===== src/rtl/irq_array_bank.sv =====
module irq_array_bank #(
  parameter int NUM_IRQ   = 64,
  parameter int PRIO_BITS = 4
) (
  input  logic                          clk,
  input  logic                          rst_n,
  input  logic                          csr_valid,
  input  logic [1:0]                    csr_sel,
  input  logic [1:0]                    csr_op,
  input  logic [31:0]                   csr_wdata,
  output logic [31:0]                   csr_rdata,
  input  logic [NUM_IRQ-1:0]            irq_req,
  input  logic                          fclr_valid,
  input  logic                          fclr_noirq,
  input  logic [8:0]                    fclr_index,
  output logic [NUM_IRQ-1:0]            irq_enable,
  output logic [NUM_IRQ-1:0]            irq_pending,
  output logic [NUM_IRQ*PRIO_BITS-1:0]  irq_prio
);

  localparam int NWIN = NUM_IRQ / 16;
  localparam int NPW  = NUM_IRQ / 4;
  localparam int PSH  = 4 - PRIO_BITS;
  localparam int IW   = $clog2(NUM_IRQ);

  localparam logic [1:0] SEL_EN = 2'd0;
  localparam logic [1:0] SEL_PD = 2'd1;
  localparam logic [1:0] SEL_FR = 2'd2;
  localparam logic [1:0] SEL_PR = 2'd3;
  localparam logic [1:0] OP_RD  = 2'd0;
  localparam logic [1:0] OP_WR  = 2'd1;
  localparam logic [1:0] OP_SET = 2'd2;
  localparam logic [1:0] OP_CLR = 2'd3;

  logic [NUM_IRQ-1:0] en_q, en_d, fr_q, fr_d;
  logic [NUM_IRQ-1:0][PRIO_BITS-1:0] pr_q, pr_d;
  logic        wr;
  logic [4:0]  widx;
  logic [6:0]  pidx;
  logic [15:0] wmask;
  logic [15:0] pr_nv;
  logic [15:0] en_win [32];
  logic [15:0] pd_win [32];
  logic [15:0] fr_win [32];
  logic [15:0] pr_win [128];
  logic        unused_wdata;

  function automatic logic [15:0] apply_op(input logic [1:0] op, input logic [15:0] cur,
                                           input logic [15:0] m);
    case (op)
      OP_WR:   return m;
      OP_SET:  return cur | m;
      OP_CLR:  return cur & ~m;
      default: return cur;
    endcase
  endfunction

  function automatic logic [3:0] widen(input logic [PRIO_BITS-1:0] v);
    return 4'(v) << PSH;
  endfunction

  assign wr           = csr_valid && (csr_op != OP_RD);
  assign widx         = wr ? csr_wdata[4:0] : 5'd0;
  assign pidx         = wr ? csr_wdata[6:0] : 7'd0;
  assign wmask        = csr_wdata[31:16];
  assign unused_wdata = ^csr_wdata[15:7];

  assign irq_enable  = en_q;
  assign irq_pending = irq_req | fr_q;
  assign irq_prio    = pr_q;

  for (genvar w = 0; w < 32; w++) begin : g_win
    if (w < NWIN) begin : g_on
      assign en_win[w] = en_q[w*16 +: 16];
      assign fr_win[w] = fr_q[w*16 +: 16];
      assign pd_win[w] = irq_pending[w*16 +: 16];
    end else begin : g_off
      assign en_win[w] = '0;
      assign fr_win[w] = '0;
      assign pd_win[w] = '0;
    end
  end

  for (genvar p = 0; p < 128; p++) begin : g_pwin
    if (p < NPW) begin : g_on
      assign pr_win[p] = {widen(pr_q[4*p+3]), widen(pr_q[4*p+2]),
                          widen(pr_q[4*p+1]), widen(pr_q[4*p])};
    end else begin : g_off
      assign pr_win[p] = '0;
    end
  end

  assign pr_nv = apply_op(csr_op, pr_win[pidx], wmask);

  always_comb begin
    en_d = en_q;
    fr_d = fr_q;
    pr_d = pr_q;
    for (int w = 0; w < NWIN; w++) begin
      if (wr && csr_sel == SEL_EN && int'(widx) == w)
        en_d[w*16 +: 16] = apply_op(csr_op, en_q[w*16 +: 16], wmask);
      if (wr && csr_sel == SEL_FR && int'(widx) == w)
        fr_d[w*16 +: 16] = apply_op(csr_op, fr_q[w*16 +: 16], wmask);
    end
    for (int p = 0; p < NPW; p++) begin
      if (wr && csr_sel == SEL_PR && int'(pidx) == p)
        for (int k = 0; k < 4; k++)
          pr_d[4*p+k] = pr_nv[4*k+PSH +: PRIO_BITS];
    end
    if (fclr_valid && !fclr_noirq && int'(fclr_index) < NUM_IRQ)
      fr_d[fclr_index[IW-1:0]] = 1'b0;
  end

  always_ff @(posedge clk or negedge rst_n) begin
    if (!rst_n) begin
      en_q <= '0;
      fr_q <= '0;
      pr_q <= '0;
    end else begin
      en_q <= en_d;
      fr_q <= fr_d;
      pr_q <= pr_d;
    end
  end

  always_comb begin
    case (csr_sel)
      SEL_EN:  csr_rdata = {en_win[widx], 16'h0};
      SEL_PD:  csr_rdata = {pd_win[widx], 16'h0};
      SEL_FR:  csr_rdata = {fr_win[widx], 16'h0};
      default: csr_rdata = {pr_win[pidx], 16'h0};
    endcase
  end

endmodule



===== config.mk =====
export PLATFORM = sky130hd
export DESIGN_NAME = irq_array_bank
export DESIGN_NICKNAME = d
export VERILOG_FILES = /design/src/rtl/irq_array_bank.sv
export SDC_FILE = /design/constraint.sdc
export NUM_CORES = 1
export LEC_CHECK = 0
export ABC_AREA = 1
export BUFFER_PORTS_ARGS = -buffer_cell sky130_fd_sc_hd__buf_2
export CORE_ASPECT_RATIO = 0.75
export CORE_MARGIN = 2
export CORE_UTILIZATION = 55
export CTS_BUF_LIST = sky130_fd_sc_hd__clkbuf_4
export DETAILED_ROUTE_END_ITERATION = 16
export PLACE_DENSITY = 0.82
export SETUP_SLACK_MARGIN = 0.15
export SYNTH_ARGS = -nofsm -noshare
export SYNTH_HDL_FRONTEND = slang
export SYNTH_SLANG_ARGS = --single-unit

===== constraint.sdc =====
create_clock -name clk -period 3.4 [get_ports clk]
set_clock_uncertainty 0.05 [all_clocks]
set_input_delay 0.34 -clock clk [delete_from_list [all_inputs] [get_ports clk]]
set_output_delay 0.34 -clock clk [all_outputs]
set_load 0.02 [all_outputs]

==> flow_metrics.py <==
metrics = {
    "layout": {
        "syn2layout_area_growth_pct": 22.7,
        "fillers": 3256,
        "layout.area.seq_mm2": 0.00961,
        "fin_nets": 3595,
        "drive_gt1_share_pct": 24.0,
        "multi_input_area_mm2": 0.00948,
        "stdcell_count": 4066,
    },
    "clock_network": {
        "tritoncts": "done",
        "clock_tree.buffer_depth": 3,
        "h-tree-depth": 3,
        "numCtsBuffers": 98,
        "clkSinkCount": 384,
        "post_cts.repair.setup_buffers": 0,
        "cts-root-buf": "clkbuf_4",
        "clkLatencyLatePin_ns": 0.84,
        "clkTransAtPathRegs_ns": 0.07,
    },
    "synthesis": {
        "syn_inst": 2915,
        "yosys.area.top_type": "dfrtp_1",
        "synth_area_mm2": 0.0207,
        "synth_top_flop_cell": "dfrtp_1",
        "synthTopCellsByArea": "dfrtp_1, nand2_1, o21ai_0, inv_1, nor2_1",
        "synth-edff-count": 0,
        "synth_top_area_share_pct": 46.4,
        "ys_ff_latch": 384,
        "async_reset_ff_share_pct": 100,
        "synth_area_per_cell_um2": 7.10,
        "ys_warn_count": 0,
        "ys_types": 38,
        "seq_area_frac_synth_pct": 46.4,
    },
    "route": {
        "firstDrtPassIters": 6,
        "vias_per_cell": 5.99,
        "vias": 24400,
        "drt-initial-drc-count": 3707,
        "post_drt_wl_per_cell_um": 23.9,
        "drt.antenna.violating_nets": 0,
        "drt_wl_total_um": 97100,
        "drcViolationCount": 0,
    },
    "timing": {
        "rsz0062_at_grt": "false",
        "tightest_slew_ns": 1.15,
        "setup_violations": 0,
        "min_period_ns": 3.26,
        "max_freq_mhz": 307,
        "hold_viol_final": 0,
        "post-route-period-util_pct": 95.8,
        "drv_slew": 0,
        "max_slew_margin_pct": 23.1,
        "finalSetupTns_ns": 0,
    },
    "grt": {
        "grt_usage_pct": 48.5,
        "grt_pass1_vias": 22300,
        "grt-ovfl-total": 0,
        "grt_pass1_wl_um": 141000,
        "grt_max_degree": 85,
        "antenna_found_initial": 6,
    },
    "power": {
        "irDropWorstVdd_uv": 358,
        "power_mw": 11.9,
        "p_leak_nw": 14.6,
        "powerDensity_mw_per_mm2": 469,
    },
    "floorplan": {
        "start_util_pct": 55.8,
        "io_pins": 530,
        "fp.dieH_um": 172,
        "die_width_um": 228,
        "rows": 61,
        "die-area_mm2": 0.0392,
        "core_area_mm2": 0.0371,
    },
    "run_status": {
        "status": "finished clean",
    },
    "job": {
        "maxCapViolations": 0,
    },
    "placement": {
        "io_buffers": 504,
        "place_congestion": 1.03,
        "hpwlAfterDp_um": 71400,
        "dp.cells": 3854,
    },
    "setup_path": {
        "path_class": "in2out",
        "cp.arrival_ns": 2.87,
        "cp-start-kind": "input port",
        "critPathRequiredTime_ns": 3.01,
        "cp_max_fo": 13,
        "cp-end-kind": "primary output",
    },
    "worst_hold_path": {
        "hp-class": "in2async",
    },
}
registers in the layout (all words and copies together) (netlist names):
signal,count
fr_q,64
irq_enable,64
irq_prio,256
cells in the mapped netlist, types with 10 or more instances:
library cell / count
nand2_1: 1252
dfrtp_1: 384
o21ai_0: 296
inv_1: 194
nor2_1: 190
nand3_1: 127
clkbuf_1: 68
a22oi_1: 59
buf_2: 57
or2_2: 43
buf_4: 34
inv_2: 27
nand2_2: 21
nor3_1: 21
nor2_2: 18
o21ai_1: 18
a22o_1: 14
o22ai_1: 13
nand4_1: 11
nor4_1: 10
or2_1: 10
critical path, stage by stage:
cell and delay [ns]:
buf_2 0.19, inv_2 0.10, nor2_8 0.28, nand2_4 0.13, nand2_4 0.18, buf_4 0.23, o21ai_0 0.15, nor2_1 0.27
nor2_1 0.13, nor2_1 0.22, nand3_1 0.16, nand2_1 0.24, buf_2 0.21
worst paths after layout:
| kind | start | to | slack [ns] | cells past startpoint |
|---|---|---|---|---|
| min | rst_n | irq_prio[78] | 0.09 | 2 |
| min in group clk | csr_op[0] | irq_enable[37] | 0.12 | 5 |
| max | csr_valid | csr_rdata[21] | 0.14 | 13 |
| max reg2reg | irq_prio[152] | irq_prio[40] | 0.84 | 10 |
| min reg2reg | irq_prio[195] | irq_prio[195] | 0.45 | 2 |
| max in group asynchronous | rst_n | irq_prio[89] | 2.08 | 4 |
logic make-up after synthesis:
group / after synthesis / synth area share (%)
AO/OA/AOI/OAI: 423 / 11.5
buffers and inverters: 390 / 8.07
flip-flops: 384 / 46.4
other: 1 / 0.0181
AND/OR/NAND/NOR: 1717 / 33.9
timing repair:
item | CTS | global route
hold endpoints to repair | 216 | 0
setup endpoints to repair | 0 | 10
gates resized for setup | 0 | 4
hold buffers | 31 | 0
power breakdown:
| group | internal, mW | switching, mW |
|---|---|---|
| clock network | 1.93 | 2.02 |
| registers | 4.89 | 0.333 |
| logic | 0.771 | 1.97 |
| total | 7.60 | 4.32 |
stage by stage:
step / area [um^2] / worst slack, ns / util (%) / hold slack (ns)
after detailed placement: 23800 / 0.215 / 64.3 / 0.345
after CTS: 25300 / 0.267 / 68.3 / 0.0708
after global routing: 25400 / 0.154 / 68.4 / 0.120
after global placement: 23800 / 0.236 / 64.3 / 0.338
final: 25400 / 0.144 / 68.4 / 0.0861
after floorplan: 20700 / 1.08 / - / -0.00559
routing by layer:
layer  global-route usage, %  routed length [um]
met1                    65.8               36300
met2                    65.3               39100
met3                    21.5               16600
met4                    24.2                4910
met5                    1.50                 144
layout make-up:
class / instances / share of cell area (%)
flip-flops and latches: 384 / 37.9
multi-input cells: 2156 / 37.4
repair buffers: 614 / 14.1
clock buffers: 137 / 4.05
inverters: 227 / 3.37
well taps: 504 / 2.48
clock inverters: 34 / 0.690
diodes: 10 / 0.0986
placed cells by master, fill, tap and decap left out, drive strengths merged:
master	instances
dfrtp	384
nand3b	1
nand4	11
bufinv	1
diode	10
o22ai	13
o2111ai	4
o221ai	4
clkinv	37
inv	221
nor4	10
or2	53
a22o	14
clkinvlp	2
a32oi	2
dlygate4sd3	31
a31oi	4
o211ai	3
a22oi	59
or3	1
o21ai	314
nor2	214
a21oi	6
nor3	21
clkbuf	137
conb	16
nand3	131
nand2	1275
buf	583
(Power assumes the default switching activity.)
